===== src/rtl/dacfe_pkg.sv =====
`timescale 1ns/1ps
package dacfe_pkg;
    // default geometry: three 4-bit slices form a 12-bit code
    localparam int DEF_NIB_W   = 4;
    localparam int DEF_NIB_CNT = 3;

    // one sampled bus cycle
    typedef struct packed {
        logic       wr_n;
        logic       cs_n;
        logic [1:0] op;
        logic [3:0] data;
    } bus_smp_t;

    localparam bus_smp_t BUS_IDLE = '{wr_n: 1'b1, cs_n: 1'b1, op: 2'd0, data: 4'd0};
endpackage


===== src/rtl/dacfe_bus_capture.sv =====
`timescale 1ns/1ps
module dacfe_bus_capture #(
    parameter int NIB_W = 4,
    parameter int OP_W  = 2
) (
    input  logic             clk,
    input  logic             rst_n,
    input  logic             cs_n,
    input  logic             wr_n,
    input  logic [OP_W-1:0]  op_sel,
    input  logic [NIB_W-1:0] data_in,
    output logic             commit_en,
    output logic [OP_W-1:0]  commit_op,
    output logic [NIB_W-1:0] commit_data
);
    typedef struct packed {
        logic             wr_n;
        logic             cs_n;
        logic [OP_W-1:0]  op;
        logic [NIB_W-1:0] data;
    } smp_t;

    smp_t smp_d, smp_q;

    // next state: the current bus values, held for one cycle
    always_comb begin
        smp_d      = smp_q;
        smp_d.wr_n = wr_n;
        smp_d.cs_n = cs_n;
        smp_d.op   = op_sel;
        smp_d.data = data_in;
    end

    always_ff @(posedge clk or negedge rst_n) begin
        if (!rst_n) begin
            smp_q.wr_n <= 1'b1;
            smp_q.cs_n <= 1'b1;
            smp_q.op   <= '0;
            smp_q.data <= '0;
        end else begin
            smp_q <= smp_d;
        end
    end

    // strobe returning high after a selected low sample
    always_comb begin
        commit_en   = wr_n & ~smp_q.wr_n & ~smp_q.cs_n;
        commit_op   = smp_q.op;
        commit_data = smp_q.data;
    end
endmodule


===== src/rtl/dacfe_nibble_bank.sv =====
`timescale 1ns/1ps
module dacfe_nibble_bank #(
    parameter int NIB_W   = 4,
    parameter int NIB_CNT = 3,
    parameter int OP_W    = 2,
    localparam int CODE_W = NIB_W * NIB_CNT
) (
    input  logic              clk,
    input  logic              rst_n,
    input  logic              commit_en,
    input  logic [OP_W-1:0]   commit_op,
    input  logic [NIB_W-1:0]  commit_data,
    output logic [CODE_W-1:0] staged
);
    logic [NIB_CNT-1:0][NIB_W-1:0] lane_d, lane_q;
    logic [NIB_CNT-1:0]            lane_hit;

    for (genvar g = 0; g < NIB_CNT; g++) begin : g_lane
        always_comb begin
            lane_hit[g] = commit_en && (commit_op == OP_W'(g));
            lane_d[g]   = lane_hit[g] ? commit_data : lane_q[g];
        end

        always_ff @(posedge clk or negedge rst_n) begin
            if (!rst_n) lane_q[g] <= '0;
            else        lane_q[g] <= lane_d[g];
        end
    end

    assign staged = lane_q;
endmodule


===== src/rtl/dacfe_out_reg.sv =====
`timescale 1ns/1ps
module dacfe_out_reg #(
    parameter int CODE_W  = 12,
    parameter int OP_W    = 2,
    parameter int XFER_OP = 3
) (
    input  logic              clk,
    input  logic              rst_n,
    input  logic              clr_n,
    input  logic              commit_en,
    input  logic [OP_W-1:0]   commit_op,
    input  logic [CODE_W-1:0] staged,
    output logic [CODE_W-1:0] dac_code
);
    logic [CODE_W-1:0] code_d, code_q;
    logic              zero_n;

    assign zero_n = rst_n & clr_n;

    always_comb begin
        code_d = code_q;
        if (commit_en && (commit_op == OP_W'(XFER_OP))) code_d = staged;
    end

    always_ff @(posedge clk or negedge zero_n) begin
        if (!zero_n) code_q <= '0;
        else         code_q <= code_d;
    end

    assign dac_code = code_q;
endmodule


===== src/rtl/dacfe_top.sv =====
`timescale 1ns/1ps
module dacfe_top
    import dacfe_pkg::*;
#(
    parameter int NIB_W   = DEF_NIB_W,
    parameter int NIB_CNT = DEF_NIB_CNT,
    localparam int CODE_W  = NIB_W * NIB_CNT,
    localparam int OP_W    = $clog2(NIB_CNT + 1),
    localparam int XFER_OP = NIB_CNT
) (
    input  logic              clk,
    input  logic              rst_n,
    input  logic              clr_n,
    input  logic              cs_n,
    input  logic              wr_n,
    input  logic [OP_W-1:0]   op_sel,
    input  logic [NIB_W-1:0]  data_in,
    output logic [CODE_W-1:0] dac_code
);
    logic              commit_en;
    logic [OP_W-1:0]   commit_op;
    logic [NIB_W-1:0]  commit_data;
    logic [CODE_W-1:0] staged_code;

    dacfe_bus_capture #(.NIB_W(NIB_W), .OP_W(OP_W)) u_cap (
        .clk(clk), .rst_n(rst_n), .cs_n(cs_n), .wr_n(wr_n),
        .op_sel(op_sel), .data_in(data_in),
        .commit_en(commit_en), .commit_op(commit_op), .commit_data(commit_data)
    );

    dacfe_nibble_bank #(.NIB_W(NIB_W), .NIB_CNT(NIB_CNT), .OP_W(OP_W)) u_bank (
        .clk(clk), .rst_n(rst_n), .commit_en(commit_en), .commit_op(commit_op),
        .commit_data(commit_data), .staged(staged_code)
    );

    dacfe_out_reg #(.CODE_W(CODE_W), .OP_W(OP_W), .XFER_OP(XFER_OP)) u_out (
        .clk(clk), .rst_n(rst_n), .clr_n(clr_n), .commit_en(commit_en),
        .commit_op(commit_op), .staged(staged_code), .dac_code(dac_code)
    );
endmodule


===== config.mk =====
export PLATFORM = sky130hd
export DESIGN_NAME = dacfe_top
export DESIGN_NICKNAME = d
export VERILOG_FILES = /design/src/rtl/dacfe_pkg.sv /design/src/rtl/dacfe_bus_capture.sv /design/src/rtl/dacfe_nibble_bank.sv /design/src/rtl/dacfe_out_reg.sv /design/src/rtl/dacfe_top.sv
export SDC_FILE = /design/constraint.sdc
export NUM_CORES = 1
export LEC_CHECK = 0
export BUFFER_PORTS_ARGS = -buffer_cell sky130_fd_sc_hd__buf_2
export CORE_MARGIN = 1.5
export CORE_UTILIZATION = 52
export DETAILED_ROUTE_END_ITERATION = 10
export PLACE_DENSITY = 0.75
export REMOVE_ABC_BUFFERS = 1
export SETUP_SLACK_MARGIN = 0.3
export SLEW_MARGIN = 20
export SYNTH_ARGS = -nofsm -noshare
export SYNTH_HDL_FRONTEND = slang
export SYNTH_SLANG_ARGS = --single-unit

===== constraint.sdc =====
create_clock -name clk -period 1.6 [get_ports clk]
set_clock_uncertainty 0.05 [all_clocks]
set_input_delay 0.24 -clock clk [delete_from_list [all_inputs] [get_ports clk]]
set_output_delay 0.24 -clock clk [all_outputs]
set_load 0.02 [all_outputs]

; ---- Yosys cells after proc, flatten, opt, wreduce, memory -nomap -nowiden
; Index checks and enable logic that the tools add are counted.
[op_classes]
n_eq_ne = 3
bitwise = 5
n_reduce_logical = 5
[ops]
columns = operator, count
row1 = $eq 2x2->1 const B, 2
row2 = $logic_and 1x1->1, 4
row3 = $and 1x1->1, 3
row4 = $eq 2x1->1 const B, 1
row5 = $logic_not 2->1, 1
row6 = $not 1->1, 2
[totals]
regBits = 32
inputBits = 11
output_inout_bits = 12
elab_cells = 21

; ---- Logic depth before layout (Yosys ltp)
; Gate-level depths: netlist (run 1).
[depth]
depth_word = 4
depth_mapped = 4
depth_no_buf = 3

; ---- Cells and area by module
; Synthesis (run 1) repeated with hierarchy kept, for this count alone.
[hier_totals]
hier_cells = 69
area_unflattened_um2 = 1229.9
[by_module_without_submodules]
columns = module, n_inst, cells_per_inst, area_per_inst_um2, seq_area_each_um2
row1 = dacfe_out_reg, 1, 27, 500.5, 300.3
row2 = dacfe_nibble_bank, 1, 27, 469.2, 300.3
row3 = dacfe_bus_capture, 1, 15, 260.2, 202.7

; ---- Worst setup path before layout (run 1)
; No wires, ideal clock.
[synth_timing]
path_kind = register -> register
from = reg u_cap.smp_q[6] (netlist bit)
to = reg u_bank.lane_q (netlist bit u_bank.staged[0])
arrival_ns = 1.207
required_time_ns = 1.425
setup_slack_ns = 0.219
stages_incl_launch_ff = 4
synth_period_minus_slack_ns = 1.381
cell_sequence = dfstp_2 > nor3b_4 > nor3b_4 > mux2_2
[synth_via]
elab_chain_len = 3
[synth_rtl]
columns = item, line_no
row1 = start: declaration, dacfe_bus_capture.sv:23  ; smp_t smp_d, smp_q;
row2 = start signal: assignment, dacfe_bus_capture.sv:41  ; smp_q <= smp_d;
row3 = $not 1->1, dacfe_bus_capture.sv:47  ; commit_en = wr_n & ~smp_q.wr_n & ~smp_q.cs_n;
row4 = $and 1x1->1, dacfe_bus_capture.sv:47
row5 = $logic_and 1x1->1, dacfe_nibble_bank.sv:20  ; lane_hit[g] = commit_en && (commit_op == OP_W'(g));
row6 = end signal: indexed assignment, dacfe_nibble_bank.sv:26  ; else lane_q[g] <= lane_d[g];
row7 = end: declaration, dacfe_nibble_bank.sv:15  ; logic [NIB_CNT-1:0][NIB_W-1:0] lane_d, lane_q;
; No other way between the ends.
; A chain may end at the register's enable or synchronous reset.

; ---- Final worst setup path (run 1)
[layout_timing]
from = reg u_cap.smp_q[7] (netlist bit)
to = reg u_bank.lane_q (netlist bit u_bank.staged[3])
[layout_via]
elab_chain_len = 4
[layout_rtl]
columns = item, line_no
row1 = $not 1->1, dacfe_bus_capture.sv:47
row2 = $and 1x1->1 (2 in series), dacfe_bus_capture.sv:47
row3 = $logic_and 1x1->1, dacfe_nibble_bank.sv:20
; No other way between the ends.

==> implementation parameters, run 1 <==
Parameter                              Value

Cells and area
  Number of standard cells in the final layout excluding fillers    136
  Commonest non-fill, non-tap cell in the layout    sky130_fd_sc_hd__dfrtp_1
  Most frequent cells in the layout    30 x sky130_fd_sc_hd__dfrtp_1, 22 x sky130_fd_sc_hd__buf_2, 18 x sky130_fd_sc_hd__mux2_4, 10 x sky130_fd_sc_hd__dlygate4sd3_1, 6 x sky130_fd_sc_hd__mux2_2
  Total number of nets in the final design    around 120
  Post-route cell area    1580 µm²
  Number of diodes added for antenna fixing    0
  Synth-to-Final Area Change    32.6%
  Post-Route Utilization    72.2%
  Fraction of layout instances using a drive strength above 1    a little under 60%

Logic synthesis
  Largest area contributor in the synthesized netlist    sky130_fd_sc_hd__dfrtp_1
  Cell count after synthesis    63
  Sequential fraction of the synthesis area    67.4%
  Mean instance size in the synthesized netlist    18.9 µm²
  Number of distinct library cell variants in the gate-level netlist after synthesis    10
  Cell Area, Synth    1190 µm²
  Count of synthesis-stage warnings from yosys    0
  Synthesized flop and latch total    32
  Top-area cell type share of the netlist area    63.0%
  Dominant cells by area after synthesis    sky130_fd_sc_hd__dfrtp_1 63%, sky130_fd_sc_hd__mux2_2 13%, sky130_fd_sc_hd__mux2_4 13%

Setup path
  Signal arrival time at the worst endpoint    1.64 ns
  Worst setup EP type    flop
  Top Family by Delay on Critical Path    simple AND/OR/NAND/NOR gates
  CP Buf/Inv Count    1
  Reg-to-Reg End    u_bank.staged[3]
  WP data required    1.77 ns
  Most used cell, CP    sky130_fd_sc_hd__nor3b_4
  RR Startpoint    u_cap.smp_q[7]
  Worst stage delay on the critical path    0.38 ns
  Maximum fanout encountered on the critical timing path    4
  Startpoint type of the worst setup path    flop
  Cell count of the worst reg-to-reg path    4
  Sequence of cells on the critical path    nor3b_4, nor3b_4, buf_6, mux2_4
  Reg-to-reg setup timing slack    approximately 0.12 ns
  Slowest cell on crit path    sky130_fd_sc_hd__dfstp_2
  Critical Path Start    u_cap.smp_q[7]
  Critical Setup Path Class    reg2reg

Route
  Wire per inst    approximately 14 µm
  Count of TritonRoute iterations in the first routing pass    2
  Detailed-route via count    approximately 660
  Antenna Violating Nets Remaining    0
  Violation count after the first detailed-route iteration    6
  WL final    1.94 mm
  DR vias/cell    ~4.8
  Residual DRC count    0

Power
  Worst IR drop on VDD    0.928 mV
  Net Sw Power    about 540 µW
  Internal power summed over all cells    roughly 1500 µW
  Pwr/cell area    1270 nW/µm²
  Leakage    approximately 0.0008 µW
  Total power consumption of the routed design    2000 µW
  Net switching share of the total power    27.1%
  Register share of total power    53.2%
  Power share of the clock group    about 23%
  Part of the total power dissipated in combinational logic    between 20% and 30%

STA
  Tightest Pin Transition    0.549 ns
  Fmax    677 MHz
  Setup violators final    0
  Final Max Tran Viols    0
  RSZ-0062 raised after global routing    true
  Worst rel slew slack    63.4%
  Final Hold Vio Count    0
  Final clock period utilization by the worst path    92.3%
  Setup TNS after final layout    0 ns
  Clock period minus final worst setup slack    1.48 ns

Clock network
  TritonCTS clock tree    built
  Clock buffer depth    2
  TritonCTS Sinks    32
  Clock latency at the later pin of the worst-skew pair    0.33 ns
  Number of H-tree levels    2
  TritonCTS Buffers    5
  Post-CTS clock slew at the launch and capture registers of the worst setup and hold paths    0.09 ns
  CTS Root Cell    sky130_fd_sc_hd__clkbuf_4

Global route
  Global route overflow    0
  Maximum number of pins on one net before global-route repair    21
  Wire length of the first global-routing pass    3.41 mm
  Via count of the first global-routing pass    761
  Total global routing track utilization    around a fifth
  Initial antenna violation count    0

Die
  Number of standard-cell rows in the floorplan    17
  Total core area    2190 µm²
  I/O Pins    23
  Die width    50.9 µm
  Initial Util    54.4%
  Die Span Y    50.9 µm
  Full die area    2590 µm²

Place
  Count of port buffers added during placement    22
  Final weighted congestion of routability-driven global placement    0.716
  Placed Instance Area    1350 µm²
  Post-detailed-placement half-perimeter wirelength    1.30 mm
  Cells after DPL    114

Min path
  Worst min path class    in2async

Status
  Result of the run    finished clean

Job
  Reported max-cap violation count    0
[Yosys cell counts (all sizes together)]
master and number:
and2 1, and3b 1, buf 1, dfrtp 30, dfstp 2, mux2 24
nand3 1, nand3b 1, nor3b 2
[cell type report]
class,count,area (µm²)
well taps,28,35.0
repair buffers,38,275
clock buffers,8,58.8
flip-flops and latches,32,803
fillers,153,609
multi-input cells,30,409
[flip-flops by register name (all words and copies together) (netlist names)]
name               flops
u_bank.staged         12
u_cap.commit_data      4
u_cap.commit_op        2
u_cap.smp_q            2
u_out.dac_code        12
[cells by family after synthesis]
family                 count (synthesis)  synth area share, %
flip-flops                            32                 67.4
multiplexers                          24                 25.8
AND/OR/NAND/NOR                        6                 5.88
buffers and inverters                  1                0.944
[worst register-to-register path, delay by kind of cell (launching register included)]
family | cells | cell delay (ns)
buf+inv | 1 | 0.14
mux | 1 | 0.29
simple gates | 2 | 0.50
flops | 1 | 0.38
[power by group through the flow]
stage	combinational (µW)	sequential, µW	clock (µW)
3_5_place_dp	428	1080	0
5_1_grt	505	1090	520
2_1_floorplan	189	1160	0
4_1_cts	480	1070	490
6_report	473	1060	464
3_3_place_gp	413	1070	0
[worst max path at each step]
stage | cells past startpoint | to | slack (ns)
floorplan | 3 | u_out.dac_code[10] | 0.15
global placement | 3 | u_bank.staged[3] | 0.11
detailed placement | 3 | u_bank.staged[3] | 0.1
CTS | 4 | u_bank.staged[11] | 0.12
global route | 4 | u_bank.staged[8] | 0.05
finish | 4 | u_bank.staged[3] | 0.12
[repair_timing]
item,CTS,global route
setup endpoints to repair,24,24
pin swaps,1,0
endpoints found under the hold margin,38,0
hold buffers,10,0
setup buffers,4,0
gates resized for setup,11,0
[stage by stage]
| stage | setup WS, ns | hold slack (ns) |
|---|---|---|
| after floorplan | 0.153 | -0.106 |
| after global placement | 0.111 | 0.205 |
| after detailed placement | 0.0960 | 0.204 |
| after CTS | 0.124 | 0.366 |
| after global routing | 0.0546 | 0.399 |
| final | 0.123 | 0.375 |
[per-layer routing]
metal | track usage (%) | vias to the layer above | routed length (µm)
met1 | 22.9 | 320 | 847
met4 | 14.9 | 0 | 62
li1 | - | 311 | -
met2 | 30.7 | 20 | 946
met3 | 6.14 | 7 | 81
met5 | 0 | - | 0
Power figures use the tool's default switching activity.
==> run 2, diff against run 1 <==
--- a/config.mk
+++ b/config.mk
@@ -5,10 +5,13 @@
 export SDC_FILE = /design/constraint.sdc
 export NUM_CORES = 1
 export LEC_CHECK = 0
+export ABC_CLOCK_PERIOD_IN_PS = 1600
 export BUFFER_PORTS_ARGS = -buffer_cell sky130_fd_sc_hd__buf_2
+export CORE_ASPECT_RATIO = 1.5
 export CORE_MARGIN = 1.5
 export CORE_UTILIZATION = 52
 export DETAILED_ROUTE_END_ITERATION = 10
+export HOLD_SLACK_MARGIN = 0.1
 export PLACE_DENSITY = 0.75
 export REMOVE_ABC_BUFFERS = 1
 export SETUP_SLACK_MARGIN = 0.3
==> run 2 against run 1 <==
  * Core utilization fell by 0.59 points
  * Sequential power barely moved
  * Routed wire length rose by 9.9%
  * Sequential cell count did not move
  * Non-clock buffer count rose by 1
  * First-iteration DRC count rose by 50%
  * Clock power fell by 8.8%
  * Count of clock-buffer cells in the layout fell by 1
  * Power fell by 1.5%
  * Hold slack got worse by 0.029 ns
  * Critical endpoint is now u_bank.staged[0]
  * Largest power group unchanged
==> implementation parameters, run 2 (synthesis results as in run 1) <==
Parameter                              Value

Status
  Result of the run    finished clean (unchanged)

Cells and area
  Fraction of layout instances using a drive strength above 1    59.6% (was 59.3%)
  Post-Route Utilization    71.6% (was 72.2%)
  Synth-to-Final Area Change    32.5% (was 32.6%)
  Number of diodes added for antenna fixing    0 (unchanged)
  Commonest non-fill, non-tap cell in the layout    sky130_fd_sc_hd__dfrtp_1 (unchanged)
  Most frequent cells in the layout    30 x sky130_fd_sc_hd__dfrtp_1, 22 x sky130_fd_sc_hd__buf_2, 19 x sky130_fd_sc_hd__mux2_4, 10 x sky130_fd_sc_hd__dlygate4sd3_1 (was 30 x sky130_fd_sc_hd__dfrtp_1, 22 x sky130_fd_sc_hd__buf_2, 18 x sky130_fd_sc_hd__mux2_4, 10 x sky130_fd_sc_hd__dlygate4sd3_1, 6 x sky130_fd_sc_hd__mux2_2)
  Combined area of the multi-input logic cells    420 µm² (was 409 µm²)
  Register Area    803 µm² (unchanged)
  Filler cells    160 (was 153)
  Total number of nets in the final design    119 (was 118)

Setup path
  RR Startpoint    u_cap.smp_q[6] (was u_cap.smp_q[7])
  Startpoint type of the worst setup path    flop (unchanged)
  Maximum fanout encountered on the critical timing path    4 (unchanged)
  Cell count of the worst reg-to-reg path    4 (unchanged)
  Reg-to-Reg End    u_bank.staged[0] (was u_bank.staged[3])
  WP data required    1.76 ns (was 1.77 ns)
  Critical Setup Path Class    reg2reg (unchanged)
  Worst setup EP type    flop (unchanged)
  Sequence of cells on the critical path    nor3b_4, nor3b_4, buf_6, mux2_4 (unchanged)
  Critical Path Start    u_cap.smp_q[6] (was u_cap.smp_q[7])
  Most used cell, CP    sky130_fd_sc_hd__nor3b_4 (unchanged)
  Top Family by Delay on Critical Path    simple AND/OR/NAND/NOR gates (unchanged)
  Worst stage delay on the critical path    0.38 ns (about the same)
  Slowest cell on crit path    sky130_fd_sc_hd__dfstp_2 (unchanged)
  Signal arrival time at the worst endpoint    1.66 ns (was 1.64 ns)
  CP Buf/Inv Count    1 (unchanged)
  Reg-to-reg setup timing slack    0.10 ns (was 0.12 ns)

Route
  Count of TritonRoute iterations in the first routing pass    2 (unchanged)
  WL final    2.13 mm (was 1.94 mm)
  Violation count after the first detailed-route iteration    9 (was 6)
  Residual DRC count    0 (unchanged)
  Detailed-route via count    680 (was 658)
  Antenna Violating Nets Remaining    0 (unchanged)
  Wire per inst    16.1 µm (was 14.3 µm)
  DR vias/cell    5.15 (was 4.84)

STA
  Final clock period utilization by the worst path    93.6% (was 92.3%)
  Final Max Tran Viols    0 (unchanged)
  RSZ-0062 raised after global routing    true (unchanged)
  Setup violators final    0 (unchanged)
  Worst hold slack across all endpoints    0.346 ns (was 0.375 ns)
  Fmax    668 MHz (was 677 MHz)
  Tightest Pin Transition    0.534 ns (was 0.549 ns)
  Clock period minus final worst setup slack    1.50 ns (was 1.48 ns)
  Setup TNS after final layout    0 ns (unchanged)
  Worst rel slew slack    64.4% (was 63.4%)
  Final Hold Vio Count    0 (unchanged)

Power
  Total power consumption of the routed design    1970 µW (was 2000 µW)
  Leakage    0.000811 µW (was 0.000809 µW)
  Worst IR drop on VDD    0.919 mV (was 0.928 mV)
  Pwr/cell area    1250 nW/µm² (was 1270 nW/µm²)

Clock network
  Number of H-tree levels    2 (unchanged)
  Post-CTS clock slew at the launch and capture registers of the worst setup and hold paths    0.10 ns (was 0.09 ns)
  TritonCTS Sinks    32 (unchanged)
  Clock buffer depth    2 (unchanged)
  CTS Root Cell    sky130_fd_sc_hd__clkbuf_4 (unchanged)
  TritonCTS Buffers    5 (unchanged)
  TritonCTS clock tree    built (unchanged)
  Clock latency at the later pin of the worst-skew pair    0.33 ns (about the same)

Place
  Count of port buffers added during placement    22 (unchanged)
  Final weighted congestion of routability-driven global placement    0.739 (was 0.716)
  Post-detailed-placement half-perimeter wirelength    1.30 mm (about the same)

Global route
  Wire length of the first global-routing pass    3.25 mm (was 3.41 mm)
  Initial antenna violation count    0 (unchanged)
  Via count of the first global-routing pass    691 (was 761)
  Total global routing track utilization    18.3% (was 19.7%)
  Maximum number of pins on one net before global-route repair    21 (unchanged)
  Global route overflow    0 (unchanged)

Min path
  Worst min path class    in2async (unchanged)

Die
  I/O Pins    23 (unchanged)
  Initial Util    54.0% (was 54.4%)
  Die Span Y    61.6 µm (was 50.9 µm)
  Total core area    2210 µm² (was 2190 µm²)
  Die width    42.1 µm (was 50.9 µm)
  Full die area    2600 µm² (was 2590 µm²)
  Number of standard-cell rows in the floorplan    21 (was 17)

Job
  Reported max-cap violation count    0 (unchanged)
==> run 2: worst reg2reg max path, cell delays in order, from the launching register on <==
cell,delay [ns]
sky130_fd_sc_hd__dfstp_2,0.38
sky130_fd_sc_hd__nor3b_4,0.23
sky130_fd_sc_hd__nor3b_4,0.28
sky130_fd_sc_hd__buf_6,0.15
sky130_fd_sc_hd__mux2_4,0.30
==> run 2: how the worst max path moves through the flow <==
stage | depth (start not counted) | slack [ns] | end
final | 4 | 0.10 | u_bank.staged[0]
after detailed placement | 3 | 0.09 | u_bank.staged[2]
after floorplan | 3 | 0.15 | u_out.dac_code[10]
after global placement | 3 | 0.12 | u_bank.staged[0]
after CTS | 4 | 0.13 | u_bank.staged[8]
after global routing | 4 | 0.05 | u_bank.staged[0]
==> run 2: power breakdown <==
group          switching [µW]  total, µW  internal, µW  leakage (µW)
Combinational             205        478           274      0.000386
Clock                     252        423           171     0.0000293
Sequential               96.1       1070           973      0.000396
==> run 2: metrics by stage <==
| stage | std cells | area [µm²] | setup slack (ns) |
|---|---|---|---|
| global route | 132 | 1580 | 0.0516 |
| detailed placement | 110 | 1340 | 0.0872 |
| finish | 132 | 1580 | 0.103 |
| global placement | 110 | 1340 | 0.125 |
| floorplan | 62 | 1180 | 0.153 |
| CTS | 132 | 1580 | 0.132 |
==> run 2: per-layer routing <==
layer	routed length, µm	global-route usage (%)
met1	818	20.4
met5	0	0
met4	30	6.70
met2	1180	32.1
met3	96	7.04
==> run 2: timing repair <==
action	CTS	global route
endpoints found under the hold margin	40	0
pin swaps	1	1
gates resized for setup	14	1
setup endpoints to repair	24	24
buffers inserted	4	0
hold buffers	10	0
==> run 2: final cells by class <==
class,count,area share (%)
sequential,32,50.8
multi-input combinational,30,26.6
timing repair buffer,39,17.6
clock buffer,7,2.85
tap,23,1.82
clock inverter,1,0.317
==> run 3, diff against run 2 <==
--- a/config.mk
+++ b/config.mk
@@ -12,7 +12,8 @@
 export CORE_UTILIZATION = 52
 export DETAILED_ROUTE_END_ITERATION = 10
 export HOLD_SLACK_MARGIN = 0.1
-export PLACE_DENSITY = 0.75
+export PLACE_DENSITY = 0.82
+export RECOVER_POWER = 50
 export REMOVE_ABC_BUFFERS = 1
 export SETUP_SLACK_MARGIN = 0.3
 export SLEW_MARGIN = 20
==> run 3 against run 2 <==
  * Power up 1.7%
  * Largest power group unchanged
  * Core utilization up 0.96 points
  * Routed wire length down 1.9%
  * Critical endpoint is now u_out.dac_code[3]
  * Highest routed layer unchanged
  * Count of clock-buffer cells in the layout up 1
  * Setup slack better by 0.0051 ns
  * Critical path type unchanged
  * Sequential power about the same
==> implementation parameters, run 3 (synthesis results as in run 1) <==
Parameter                              Value

Status
  Result of the run    finished clean (unchanged)

Clock network
  CTS Root Cell    sky130_fd_sc_hd__clkbuf_4 (unchanged)
  Clock latency at the later pin of the worst-skew pair    0.32 ns (was 0.33 ns)
  Number of H-tree levels    2 (unchanged)
  TritonCTS clock tree    built (unchanged)
  TritonCTS Buffers    5 (unchanged)
  TritonCTS Sinks    32 (unchanged)
  Clock buffer depth    2 (unchanged)
  Post-CTS clock slew at the launch and capture registers of the worst setup and hold paths    0.09 ns (was 0.10 ns)

Die
  Number of standard-cell rows in the floorplan    21 (unchanged)
  Die Span Y    61.6 µm (unchanged)
  Die width    42.1 µm (unchanged)
  I/O Pins    23 (unchanged)
  Full die area    2600 µm² (unchanged)
  Total core area    2210 µm² (unchanged)
  Initial Util    54.0% (unchanged)

STA
  Tightest Pin Transition    0.762 ns (was 0.534 ns)
  Worst rel slew slack    49.2% (was 64.4%)
  Final Max Tran Viols    0 (unchanged)
  Clock period minus final worst setup slack    1.49 ns (was 1.50 ns)
  Final clock period utilization by the worst path    93.2% (was 93.6%)
  Final Hold Vio Count    0 (unchanged)
  RSZ-0062 raised after global routing    true (unchanged)
  Final worst slack    0.108 ns (was 0.103 ns)
  Setup violators final    0 (unchanged)
  Fmax    670 MHz (was 668 MHz)
  Setup TNS after final layout    0 ns (unchanged)

Cells and area
  Filler cells    139 (was 160)
  Commonest non-fill, non-tap cell in the layout    sky130_fd_sc_hd__dfrtp_1 (unchanged)
  Total number of nets in the final design    118 (was 119)
  Register Area    803 µm² (unchanged)
  Combined area of the multi-input logic cells    417 µm² (was 420 µm²)
  Synth-to-Final Area Change    34.3% (was 32.5%)
  Most frequent cells in the layout    30 x sky130_fd_sc_hd__dfrtp_1, 22 x sky130_fd_sc_hd__buf_2, 18 x sky130_fd_sc_hd__mux2_4, 10 x sky130_fd_sc_hd__dlygate4sd3_1, 6 x sky130_fd_sc_hd__mux2_2 (was 30 x sky130_fd_sc_hd__dfrtp_1, 22 x sky130_fd_sc_hd__buf_2, 19 x sky130_fd_sc_hd__mux2_4, 10 x sky130_fd_sc_hd__dlygate4sd3_1)
  Post-route cell area    1600 µm² (was 1580 µm²)
  Number of diodes added for antenna fixing    0 (unchanged)
  Fraction of layout instances using a drive strength above 1    59.3% (was 59.6%)

Setup path
  Sequence of cells on the critical path    nor3b_4, buf_6, nand3_4, clkbuf_16, mux2_4 (was nor3b_4, nor3b_4, buf_6, mux2_4)
  Startpoint type of the worst setup path    flop (unchanged)
  Worst stage delay on the critical path    0.38 ns (about the same)
  Maximum fanout encountered on the critical timing path    6 (was 4)
  Top Family by Delay on Critical Path    flip-flops (was simple AND/OR/NAND/NOR gates)
  WP data required    1.77 ns (was 1.76 ns)
  Slowest cell on crit path    sky130_fd_sc_hd__dfstp_2 (unchanged)
  Signal arrival time at the worst endpoint    1.67 ns (was 1.66 ns)
  Worst setup EP type    flop (unchanged)
  Reg-to-reg setup timing slack    0.11 ns (was 0.10 ns)
  Critical Setup Path Class    reg2reg (unchanged)
  CP Buf/Inv Count    2 (was 1)

Route
  WL final    2.09 mm (was 2.13 mm)
  Antenna Violating Nets Remaining    0 (unchanged)
  Detailed-route via count    678 (was 680)
  Violation count after the first detailed-route iteration    7 (was 9)
  Residual DRC count    0 (unchanged)
  DR vias/cell    5.18 (was 5.15)
  Count of TritonRoute iterations in the first routing pass    4 (was 2)
  Wire per inst    15.9 µm (was 16.1 µm)

Power
  Worst IR drop on VDD    0.998 mV (was 0.919 mV)
  Total power consumption of the routed design    2000 µW (was 1970 µW)
  Leakage    0.000817 µW (was 0.000811 µW)
  Pwr/cell area    1250 nW/µm² (about the same)

Global route
  Global route overflow    0 (unchanged)
  Total global routing track utilization    18.2% (was 18.3%)
  Initial antenna violation count    0 (unchanged)
  Wire length of the first global-routing pass    3.22 mm (was 3.25 mm)
  Maximum number of pins on one net before global-route repair    21 (unchanged)
  Via count of the first global-routing pass    726 (was 691)

Place
  Count of port buffers added during placement    22 (unchanged)
  Post-detailed-placement half-perimeter wirelength    1.30 mm (about the same)
  Placed Instance Area    1350 µm² (was 1340 µm²)
  Post-place setup slack    0.0666 ns (was 0.0872 ns)
  Final weighted congestion of routability-driven global placement    0.759 (was 0.739)

Min path
  Worst min path class    in2async (unchanged)

Job
  Reported max-cap violation count    0 (unchanged)
## run 3: cell count changes in the layout (fill, tap and decap cells not counted)
cell | before | now
sky130_fd_sc_hd__and2_0 | 0 | 1
sky130_fd_sc_hd__and2_1 | 1 | 0
sky130_fd_sc_hd__buf_12 | 0 | 1
sky130_fd_sc_hd__buf_4 | 3 | 0
sky130_fd_sc_hd__buf_6 | 4 | 3
sky130_fd_sc_hd__clkbuf_16 | 0 | 1
sky130_fd_sc_hd__clkbuf_2 | 0 | 1
sky130_fd_sc_hd__clkbuf_8 | 0 | 1
sky130_fd_sc_hd__clkinv_2 | 1 | 0
sky130_fd_sc_hd__mux2_2 | 5 | 6
sky130_fd_sc_hd__mux2_4 | 19 | 18
## run 3: final timing paths
check / start / end / cells after the start
min: rst_n / u_bank.staged[3] / 3
min reg2reg: u_out.dac_code[0] / u_out.dac_code[0] / 1
max: u_cap.smp_q[6] / u_out.dac_code[3] / 5
min in group clk: u_out.dac_code[0] / u_out.dac_code[0] / 1
max in group asynchronous: rst_n / u_out.dac_code[0] / 3
max reg2reg: u_cap.smp_q[6] / u_out.dac_code[3] / 5
## run 3: final cells by class
class                           count  share of cell area, %
Sequential cell                    32                   50.2
Multi-Input combinational cell     30                   26.0
Timing Repair Buffer               38                   18.4
Clock buffer                        8                   3.67
Tap cell                           23                   1.80
## run 3: per-stage QoR
| stage | hold slack (ns) | util [%] | instances |
|---|---|---|---|
| floorplan | -0.106 | - | 62 |
| global placement | 0.173 | 61.1 | 109 |
| detailed placement | 0.175 | 61.1 | 109 |
| CTS | 0.338 | 71.0 | 130 |
| global route | 0.479 | 72.6 | 131 |
| finish | 0.431 | 72.6 | 131 |
## run 3: power breakdown
group / internal, µW / switching (µW) / leakage (µW) / total [µW]
combinational: 270 / 206 / 0.000389 / 476
sequential: 973 / 92.3 / 0.000396 / 1070
clock: 216 / 246 / 0.0000326 / 462
## run 3: worst min-delay path: stages
cell and delay [ns]:
sky130_fd_sc_hd__dlygate4sd3_1 0.52, sky130_fd_sc_hd__buf_2 0.10, sky130_fd_sc_hd__clkbuf_2 0.39
## run 3: timing repair
item                                    in CTS  in global routing
buffers inserted                             3                  0
resized for setup                           11                  2
hold buffers                                10                  0
gates cloned                                 0                  1
pin swaps                                    1                  1
endpoints found under the setup margin      24                 24
endpoints found under the hold margin       40                  0
## run 3: routing by layer
metal  part of all wire (%)  GRT usage, %  vias up  wire length (µm)
met5                      0             0        -                 0
met1                     40          18.7      341               846
met2                     53          31.3       21              1100
met4                    1.7          9.38        0                36
met3                    5.0          8.80        4               104
li1                       -             -      312                 -
